## src/rtl/rxt_pkg.sv

```systemverilog
package rxt_pkg;

    localparam logic [2:0] FMT_8   = 3'b001;
    localparam logic [2:0] FMT_7P  = 3'b011;
    localparam logic [2:0] FMT_9   = 3'b100;
    localparam logic [2:0] FMT_8W  = 3'b101;
    localparam logic [2:0] FMT_8P  = 3'b111;

    localparam int WORD_W = 10;
    localparam int RAW_W  = 9;

    typedef enum logic [2:0] {
        RX_IDLE,
        RX_START,
        RX_BITS,
        RX_STOP,
        RX_HOLD
    } rx_state_e;

    // number of bits between start and stop for a format code
    function automatic logic [3:0] frame_bits(input logic [2:0] fmt);
        logic [3:0] n;
        case (fmt)
            FMT_9, FMT_8W, FMT_8P: n = 4'd9;
            default:               n = 4'd8;
        endcase
        return n;
    endfunction

    // build the queue word from the raw bits (first bit in raw[0])
    function automatic logic [WORD_W-1:0] pack_word(input logic [2:0] fmt,
                                                    input logic [RAW_W-1:0] raw,
                                                    input logic odd,
                                                    input logic fe);
        logic [WORD_W-1:0] w;
        logic pe;
        pe = 1'b0;
        case (fmt)
            FMT_7P: begin
                pe = (^raw[7:0]) ^ odd;
                w  = {fe, pe, raw[7:0]};
            end
            FMT_9, FMT_8W: begin
                w = {fe, raw};
            end
            FMT_8P: begin
                pe = (^raw) ^ odd;
                w  = {fe, pe, raw[7:0]};
            end
            default: begin
                w = {fe, 1'b0, raw[7:0]};
            end
        endcase
        return w;
    endfunction

endpackage

```

## src/rtl/rxt_frame.sv

```systemverilog
module rxt_frame
    import rxt_pkg::*;
#(
    parameter int OVS = 16
) (
    input  logic              clk,
    input  logic              rst_n,
    input  logic              tick,
    input  logic              line,
    input  logic [2:0]        fmt,
    input  logic              odd,
    input  logic              en,
    output logic              push_o,
    output logic [WORD_W-1:0] word_o,
    output logic              busy_o
);
    localparam int CNT_W = $clog2(OVS);
    localparam logic [CNT_W-1:0] MID_CNT  = CNT_W'(OVS / 2 - 1);
    localparam logic [CNT_W-1:0] LAST_CNT = CNT_W'(OVS - 1);

    typedef struct packed {
        rx_state_e         st;
        logic [CNT_W-1:0]  cnt;
        logic [3:0]        idx;
        logic [RAW_W-1:0]  sr;
        logic              push;
        logic [WORD_W-1:0] word;
    } frame_s;

    frame_s q, d;
    logic [3:0]       nbits;
    logic [RAW_W-1:0] raw;

    always_comb begin
        nbits = frame_bits(fmt);
        raw   = (nbits == 4'd8) ? {1'b0, q.sr[RAW_W-1:1]} : q.sr;
        d      = q;
        d.push = 1'b0;
        if (!en) begin
            d.st  = RX_IDLE;
            d.cnt = '0;
        end else begin
            case (q.st)
                RX_IDLE: begin
                    if (!line) begin
                        d.st  = RX_START;
                        d.cnt = '0;
                    end
                end
                RX_START: begin
                    if (tick) begin
                        if (q.cnt == MID_CNT) begin
                            d.cnt = '0;
                            d.idx = '0;
                            d.st  = line ? RX_IDLE : RX_BITS;
                        end else begin
                            d.cnt = q.cnt + 1'b1;
                        end
                    end
                end
                RX_BITS: begin
                    if (tick) begin
                        d.cnt = q.cnt + 1'b1;
                        if (q.cnt == LAST_CNT) begin
                            d.sr = {line, q.sr[RAW_W-1:1]};
                            if (q.idx == nbits - 4'd1) begin
                                d.st = RX_STOP;
                            end else begin
                                d.idx = q.idx + 4'd1;
                            end
                        end
                    end
                end
                RX_STOP: begin
                    if (tick) begin
                        d.cnt = q.cnt + 1'b1;
                        if (q.cnt == LAST_CNT) begin
                            d.word = pack_word(fmt, raw, odd, ~line);
                            d.push = 1'b1;
                            d.st   = line ? RX_IDLE : RX_HOLD;
                        end
                    end
                end
                RX_HOLD: begin
                    if (line) d.st = RX_IDLE;
                end
                default: d.st = RX_IDLE;
            endcase
        end
    end

    always_ff @(posedge clk or negedge rst_n) begin
        if (!rst_n) begin
            q.st   <= RX_IDLE;
            q.cnt  <= '0;
            q.idx  <= '0;
            q.sr   <= '0;
            q.push <= 1'b0;
            q.word <= '0;
        end else begin
            q <= d;
        end
    end

    assign push_o = q.push;
    assign word_o = q.word;
    assign busy_o = (q.st != RX_IDLE);

    AST_PUSH_SINGLE: assert property (@(posedge clk) disable iff (!rst_n)
        push_o |=> !push_o);
    AST_DISABLE_IDLE: assert property (@(posedge clk) disable iff (!rst_n)
        !en |=> (!busy_o && !push_o));
    AST_HOLD_UNTIL_HIGH: assert property (@(posedge clk) disable iff (!rst_n)
        (q.st == RX_HOLD && !line && en) |=> busy_o);

endmodule

```

## src/rtl/rxt_fifo.sv

```systemverilog
module rxt_fifo #(
    parameter int DEPTH = 16,
    parameter int W     = 10
) (
    input  logic         clk,
    input  logic         rst_n,
    input  logic         push,
    input  logic [W-1:0] wdata,
    input  logic         pop,
    input  logic         clr,
    output logic [W-1:0] rdata,
    output logic         not_empty,
    output logic         half_full,
    output logic         full,
    output logic         overrun
);
    localparam int AW = $clog2(DEPTH);
    localparam logic [AW:0] HALF_LVL = (AW+1)'(DEPTH / 2);
    localparam logic [AW:0] FULL_LVL = (AW+1)'(DEPTH);

    typedef struct packed {
        logic [DEPTH-1:0][W-1:0] mem;
        logic [AW:0]             wp;
        logic [AW:0]             rp;
        logic                    ovr;
    } fifo_s;

    fifo_s q, d;
    logic [AW:0] level;
    logic        pop_ok, push_ok, drop;

    always_comb begin
        level   = q.wp - q.rp;
        pop_ok  = pop && (level != '0);
        push_ok = push && ((level != FULL_LVL) || pop_ok);
        drop    = push && !push_ok;
        d = q;
        if (clr) begin
            d.wp  = '0;
            d.rp  = '0;
            d.ovr = 1'b0;
        end else begin
            if (push_ok) begin
                d.mem[q.wp[AW-1:0]] = wdata;
                d.wp = q.wp + 1'b1;
            end
            if (pop_ok) begin
                d.rp  = q.rp + 1'b1;
                d.ovr = 1'b0;
            end
            if (drop) d.ovr = 1'b1;
        end
    end

    always_ff @(posedge clk or negedge rst_n) begin
        if (!rst_n) begin
            q.mem <= '0;
            q.wp  <= '0;
            q.rp  <= '0;
            q.ovr <= 1'b0;
        end else begin
            q <= d;
        end
    end

    assign rdata     = q.mem[q.rp[AW-1:0]];
    assign not_empty = (level != '0);
    assign half_full = (level >= HALF_LVL);
    assign full      = (level == FULL_LVL);
    assign overrun   = q.ovr;

    AST_NO_OVERFLOW: assert property (@(posedge clk) disable iff (!rst_n)
        (full && push && !pop && !clr) |=> (full && overrun));
    AST_OVR_STICKY: assert property (@(posedge clk) disable iff (!rst_n)
        (overrun && !pop && !clr) |=> overrun);
    AST_READ_CLEARS_OVR: assert property (@(posedge clk) disable iff (!rst_n)
        (pop && not_empty) |=> !overrun);
    AST_CLR_EMPTIES: assert property (@(posedge clk) disable iff (!rst_n)
        clr |=> !not_empty);

endmodule

```

## src/rtl/rxt_idle_timer.sv

```systemverilog
module rxt_idle_timer #(
    parameter int OVS   = 16,
    parameter int LIM_W = 8
) (
    input  logic             clk,
    input  logic             rst_n,
    input  logic             tick,
    input  logic             armed,
    input  logic             restart,
    input  logic [LIM_W-1:0] limit,
    output logic             flag_o
);
    localparam int SUB_W = $clog2(OVS);
    localparam logic [SUB_W-1:0] SUB_LAST = SUB_W'(OVS - 1);

    typedef struct packed {
        logic [SUB_W-1:0] sub;
        logic [LIM_W-1:0] bits;
        logic             flag;
    } tmr_s;

    tmr_s q, d;
    logic [LIM_W-1:0] bits_inc;

    always_comb begin
        bits_inc = q.bits + 1'b1;
        d = q;
        if (restart || !armed) begin
            d.sub  = '0;
            d.bits = '0;
            d.flag = 1'b0;
        end else if (tick && !q.flag) begin
            if (q.sub == SUB_LAST) begin
                d.sub  = '0;
                d.bits = bits_inc;
                if ((limit != '0) && (bits_inc == limit)) d.flag = 1'b1;
            end else begin
                d.sub = q.sub + 1'b1;
            end
        end
    end

    always_ff @(posedge clk or negedge rst_n) begin
        if (!rst_n) begin
            q.sub  <= '0;
            q.bits <= '0;
            q.flag <= 1'b0;
        end else begin
            q <= d;
        end
    end

    assign flag_o = q.flag;

    AST_TMO_RESTART: assert property (@(posedge clk) disable iff (!rst_n)
        restart |=> !flag_o);
    AST_TMO_ON_TICK: assert property (@(posedge clk) disable iff (!rst_n)
        $rose(flag_o) |-> ($past(tick) && $past(limit) != '0));

endmodule

```

## src/rtl/serial_rx_tagger.sv

```systemverilog
module serial_rx_tagger
    import rxt_pkg::*;
#(
    parameter int OVS   = 16,
    parameter int DEPTH = 16,
    parameter int LIM_W = 8
) (
    input  logic              clk,
    input  logic              rst_n,
    input  logic              tick,
    input  logic              rxd,
    input  logic [2:0]        mode,
    input  logic              odd_par,
    input  logic              rx_en,
    input  logic              fifo_clr,
    input  logic              rd_stb,
    input  logic [LIM_W-1:0]  tmo_limit,
    output logic [WORD_W-1:0] rd_word,
    output logic              not_empty,
    output logic              half_full,
    output logic              full,
    output logic              overrun,
    output logic              timeout
);
    typedef struct packed {
        logic s1;
        logic s2;
    } sync_s;

    sync_s sy_q, sy_d;

    always_comb begin
        sy_d.s1 = rxd;
        sy_d.s2 = sy_q.s1;
    end

    always_ff @(posedge clk or negedge rst_n) begin
        if (!rst_n) begin
            sy_q.s1 <= 1'b1;
            sy_q.s2 <= 1'b1;
        end else begin
            sy_q <= sy_d;
        end
    end

    logic              fr_push;
    logic [WORD_W-1:0] fr_word;
    logic              fr_busy;

    rxt_frame #(.OVS(OVS)) u_frame (
        .clk    (clk),
        .rst_n  (rst_n),
        .tick   (tick),
        .line   (sy_q.s2),
        .fmt    (mode),
        .odd    (odd_par),
        .en     (rx_en),
        .push_o (fr_push),
        .word_o (fr_word),
        .busy_o (fr_busy)
    );

    rxt_fifo #(.DEPTH(DEPTH), .W(WORD_W)) u_fifo (
        .clk       (clk),
        .rst_n     (rst_n),
        .push      (fr_push),
        .wdata     (fr_word),
        .pop       (rd_stb),
        .clr       (fifo_clr),
        .rdata     (rd_word),
        .not_empty (not_empty),
        .half_full (half_full),
        .full      (full),
        .overrun   (overrun)
    );

    rxt_idle_timer #(.OVS(OVS), .LIM_W(LIM_W)) u_timer (
        .clk     (clk),
        .rst_n   (rst_n),
        .tick    (tick),
        .armed   (not_empty && !fr_busy),
        .restart (fr_push || rd_stb || fifo_clr),
        .limit   (tmo_limit),
        .flag_o  (timeout)
    );

    AST_TMO_NEEDS_DATA: assert property (@(posedge clk) disable iff (!rst_n)
        !not_empty |=> !timeout);

endmodule

```

## config.mk

```make
export PLATFORM = sky130hd
export DESIGN_NAME = serial_rx_tagger
export DESIGN_NICKNAME = d
export VERILOG_FILES = /design/src/rtl/rxt_pkg.sv /design/src/rtl/rxt_frame.sv /design/src/rtl/rxt_fifo.sv /design/src/rtl/rxt_idle_timer.sv /design/src/rtl/serial_rx_tagger.sv
export SDC_FILE = /design/constraint.sdc
export NUM_CORES = 1
export LEC_CHECK = 0
export ABC_CLOCK_PERIOD_IN_PS = 2930
export CORE_MARGIN = 8
export CORE_UTILIZATION = 55
export DETAILED_ROUTE_END_ITERATION = 12
export DONT_BUFFER_PORTS = 1
export HOLD_SLACK_MARGIN = 0.02
export PLACE_DENSITY_LB_ADDON = 0.25
export SYNTH_ARGS = -nofsm -noshare
export SYNTH_HDL_FRONTEND = slang
export SYNTH_SLANG_ARGS = --single-unit
export TNS_END_PERCENT = 5
```

## constraint.sdc

```tcl
create_clock -name clk -period 2.93 [get_ports clk]
set_clock_uncertainty 0.15 [all_clocks]
set_input_delay 0.4395 -clock clk [delete_from_list [all_inputs] [get_ports clk]]
set_output_delay 0.4395 -clock clk [all_outputs]
set_load 0.02 [all_outputs]
```

* Yosys cells after proc, flatten, opt, wreduce, memory -nomap -nowiden *
Cells that the tools add are included.

word-level totals
  bits in registers = 217
  bits of input ports = 19
  output and inout bits = 15
  logic and storage cells = 155

operators by class
  $add $sub $neg = 8
  magnitude comparators = 4
  equality and inequality tests = 31
  muxes and demuxes = 40
  bitwise gates (word level) = 4
  reduce and logical (&&, ||, !) cells = 38

operators with widths
  kind                                                                          number
  160-bit bitwise mux                                                           1
  11-bit two-way mux                                                            6
  10-bit binary-select mux with 4-bit select                                    1
  10-bit demux with 4-bit select                                                1
  13-bit two-way mux                                                            3
  9-bit one-hot mux with 3 select lines                                         1
  7-bit two-way mux                                                             3
  10-bit two-way mux                                                            2
  20-bit two-way mux                                                            1
  3-bit two-way mux                                                             6
  9-bit two-way mux                                                             2
  4-bit two-way mux                                                             4
  4-bit one-hot mux with 4 select lines                                         1
  3-bit != test, second input constant                                          5
  3-bit one-hot mux with 5 select lines                                         1
  4-bit by 1-bit adder with 4-bit output, second input constant                 3
  3-bit == test, second input constant                                          4
  4-bit == test, second input constant                                          3
  3-bit by 2-bit != test with 1-bit output, second input constant               4
  2-bit nonzero test                                                            6
  5-bit by 1-bit adder with 5-bit output, second input constant                 2
  4-bit by 5-bit less-than comparator with 1-bit output, second input constant  2
  3-bit by 2-bit == test with 1-bit output, second input constant               3
  9-bit AND reduction                                                           1
  other kinds (37)                                                              59

* Longest topological paths before layout *
  depth in word-level cells = 12
  mapped depth = 12
  gate-level depth less buffers = 9

* By module *
From an unflattened synthesis, not the netlist that was laid out.

second synthesis, totals
  cells, all modules = 855
  area total of the unflattened synthesis = 10930.5 µm²

modules (own cells, without submodules)
  module            instances  cells each  area an instance (µm²)  seq. area each (µm²)
  rxt_fifo          1          581         8266.7                  4279.1
  rxt_frame         1          175         1771.7                  775.7
  rxt_idle_timer    1          95          827.0                   325.3
  serial_rx_tagger  1          4           65.1                    52.6

* Least setup slack after synthesis *
OpenSTA, ideal clock, no wires.

  path type = reg-to-reg
  start = register u_fifo.q[2] in the netlist's numbering
  end = register u_fifo.q[161] in the netlist's numbering
  arrival = 2733 ps
  data required time = 2652 ps
  slack = -80 ps
  cell stages (with the launch flop) = 12
  path buffers = 3
  clock period less this slack = 3010 ps
  path through = dfrtp_1 -> clkbuf_1 -> clkbuf_1 -> inv_1 -> ha_1 -> nor2b_1 -> o21a_1 -> o21a_1 -> o21ai_4 -> buf_6 -> nand4_4 -> mux2_1

on the way
  word-level cells in the longest chain between the ends = 6
  elaborated cells on any way between the ends = 7

RTL lines
  what                             RTL line        RTL
  from (decl)                      rxt_fifo.sv:28  fifo_s q, d;
  5-bit subtractor *               rxt_fifo.sv:33  level = q.wp - q.rp;
  5-bit nonzero test               rxt_fifo.sv:34  pop_ok = pop && (level != '0);
  1-bit logical AND                rxt_fifo.sv:34
  1-bit logical OR *               rxt_fifo.sv:35  push_ok = push && ((level != FULL_LVL) || pop_ok);
  1-bit logical AND *              rxt_fifo.sv:35
  2-bit AND reduction (no line) *  n/a

Every way passes the cells marked *; elsewhere a longest branch is shown, timed or not.
A chain may end at the register's enable or synchronous reset.

* Worst setup path after layout *
  start = register u_fifo.q[1] in the netlist's numbering
  end = output port rd_word[6]

on the way
  word-level cells in the longest chain between the ends = 2

RTL lines
  what                                        RTL line                RTL
  10-bit binary-select mux with 4-bit select  rxt_fifo.sv:66          assign rdata = q.mem[q.rp[AW-1:0]];
  10-bit two-way mux (implied by the code)    rxt_fifo.sv:66
  to (decl)                                   serial_rx_tagger.sv:18  output logic [WORD_W-1:0] rd_word,

No other way between the ends. The select of a mux whose other input is x is not followed.

==> run metrics <==
dpl cell area 11000 sq um; r2r endpoint u_fifo.q[20]$_DFFE_PN0P_; # rows 51; RSZ-0062 raised after global routing yes; Clk pwr share ~46%; total power after layout between 6 and 7 mW; Max Root-Sink Buffers 3; P_sw 1.64 mW; drt pass-1 iters 4; CTS buffer count 24; failing checks negative hold slack, negative setup slack; P_leak 5.54 nW; input/output buffers 0; Worst Reg-to-Reg Cells 10; Gate Count Post-Synth just under 800; Mapped Avg Cell Area 13.6 sq um; VDD IR max 0.000517 V; most frequent cell after synthesis dfrtp_1; layout cells sized above 1 39.2%; vias per cell between 6 and 7; gr ovfl total 0; fmax 340 MHz; die area 24200 sq um; post-synthesis sequential area ratio about half; Area growth syn-to-layout 12.7%; worst hold slack -517 ps; DRC Markers 0; Chip Width 156 microns; Synthesized Nets ~800; vias 6521; Final #Nets 833; Final Cycle Share 100%; worst slew pin tran 688 ps; Max-Cap Viols 0; first-pass GRT wire length 37.9 mm; switch share 23.5%; cell internal pwr 5.35 mW; largest net degree at the start of global routing 218; worst setup path end rd_word[6]; #FFs+latches synth 217; top post-synthesis cells by area dfrtp_1 (50%), mux2_2 (18%), mux4_2 (11%); sequential share of power 43.8%; kind of critical path register to output pin; Inserted Diodes 0; CTS Sinks around 220; number of synthesized flops with an enable pin 0; Synth Cell Area 10700 sq um; Combinational Power Share 10.7%; max-slew violations 0; Core Area 19300 sq um; initial core utilization 55.6%; Setup WS post-layout -11.3 ps; Crit Path Max Fanout 5; Crit. Startpoint u_fifo.q[1]$_DFFE_PN0P_; most frequent cells after synthesis dfrtp_1 (215), mux2_2 (170), mux4_2 (50), nor2_1 (40), nand2_1 (34); Final Hold Vio Count 217; # H-tree levels 1; Yosys cell types 65; fill count 1423; post-route design area about 12000 sq um; flop2flop setup slack 100 ps; Yosys warnings 0; Clock Tree Root clkbuf_16; Yosys top cell area share 50.2%; largest area contributor in the netlist dfrtp_1; io pins 34; Slew HR a little over half; Hold Buf Count CTS 5; Detailed Route Iter0 Violations 349; asr flop ratio synth 100%; initial antenna violation count 0; Final Setup Violations 3; DP Wirelength 15.2 mm; fin crit period slightly below 3000 ps; status finished, violations left; worst hold path type input pin to async pin; GRT Total Usage 19.7%; antenna-violating nets left 0; Crit path arrival time 2350 ps; Crit path required time 2340 ps; GPL Wtd Cong 0.844; CTS tree done; clock latency on the worst-skew pair between 500 and 600 ps; final wirelength approximately 23 mm; Crit. End Element output pin; WL/cell 21.7 microns; PD cells 579 nW/um^2; reg-to-reg startpoint u_fifo.q[1]$_DFFE_PN0P_; Post-synth top flop dfrtp_1; Clock transition at path regs 60 ps; chip height ~160 microns; crit start category register; vias in the first global route 6909
## cells in the final DEF, fill, tap and decap left out, drive strengths merged, types with 7 or more instances in the layout
master	n
dfrtp	215
nand2b	8
mux4	50
a21oi	14
nor3	9
nand2	42
xor2	7
inv	20
nand3	16
mux2	175
nor2b	11
buf	23
clkbuf	39
o21ai	20
xnor2	25
mux2i	13
ha	13
nor2	40
## power groups by stage
| stage | Clock [mW] | Combinational, mW | Sequential (mW) |
|---|---|---|---|
| after floorplan | 0 | 0.512 | 3.08 |
| after global routing | 3.35 | 0.812 | 3.07 |
| final | 3.18 | 0.748 | 3.06 |
| after global placement | 0 | 0.572 | 3.12 |
| after detailed placement | 0 | 0.585 | 3.12 |
| after CTS | 3.24 | 0.658 | 3.07 |
## how the worst min path moves through the flow
stage          start                         end  slack (ps)
5_1_grt        rst_n    u_fifo.q[86]$_DFFE_PN0P_        -540
3_3_place_gp   rst_n    u_fifo.q[66]$_DFFE_PN0P_           5
4_1_cts        rst_n    u_fifo.q[35]$_DFFE_PN0P_        -530
6_report       rst_n    u_fifo.q[66]$_DFFE_PN0P_        -520
3_5_place_dp   rst_n    u_fifo.q[66]$_DFFE_PN0P_           5
2_1_floorplan  rst_n  u_fifo.overrun$_DFFE_PN0P_          -6
## what timing repair did
| action | 4_1_cts | 5_1_grt |
|---|---|---|
| setup endpoints to repair | 11 | 96 |
| hold endpoints to repair | 232 | 217 |
| pin swaps | 0 | 6 |
| gates resized for setup | 7 | 8 |
| setup buffers | 2 | 4 |
| cloned | 1 | 2 |
## cells by family after synthesis
logic type | after synthesis | share of synthesized area (%)
adder cells (fa/ha/maj) | 13 | 1.52
XOR/XNOR | 32 | 2.76
AO/OA/AOI/OAI | 61 | 3.95
buffers and inverters | 65 | 2.58
flip-flops | 217 | 50.7
multiplexers | 238 | 30.1
AND/OR/NAND/NOR | 164 | 8.37
## cell type report
type | count | area, sq um | area share, %
well taps | 265 | 332 | 2.75
flip-flops and latches | 217 | 5430 | 45.0
clock buffers | 36 | 767 | 6.35
multi-input cells | 508 | 5040 | 41.7
inverters | 19 | 73.8 | 0.611
clock inverters | 8 | 98.8 | 0.818
repair buffers | 31 | 335 | 2.78
## metal layers
| metal | global-route usage, % | share of wire (%) |
|---|---|---|
| met4 | 6.89 | 3.1 |
| met3 | 3.27 | 4.5 |
| met5 | 0 | 0 |
| met1 | 25.4 | 42 |
| met2 | 33.4 | 50 |
## metrics by stage
step	setup TNS [ps]	utilization (%)	cells	worst slack [ps]
finish	-16.8	62.7	1084	-11.3
global placement	0	57.0	1026	181
floorplan	0	-	790	14.7
detailed placement	0	57.0	1026	129
CTS	-198	62.1	1078	-38.3
global route	-540	62.7	1084	-71.7
## flip-flops by register name (all words and copies together), names as in the netlist
name,cells
u_fifo.overrun,1
u_frame.word_o,10
sy_d,1
u_timer.q,12
u_frame.q,20
u_timer.flag_o,1
u_fifo.q,170
u_frame.push_o,1
sy_q,1
## worst max-delay path: stages (launching register included)
cell and delay, ps:
dfrtp_2 370, buf_4 180, buf_12 150, mux4_2 510, mux4_2 620
Power figures use the tool's default switching activity.
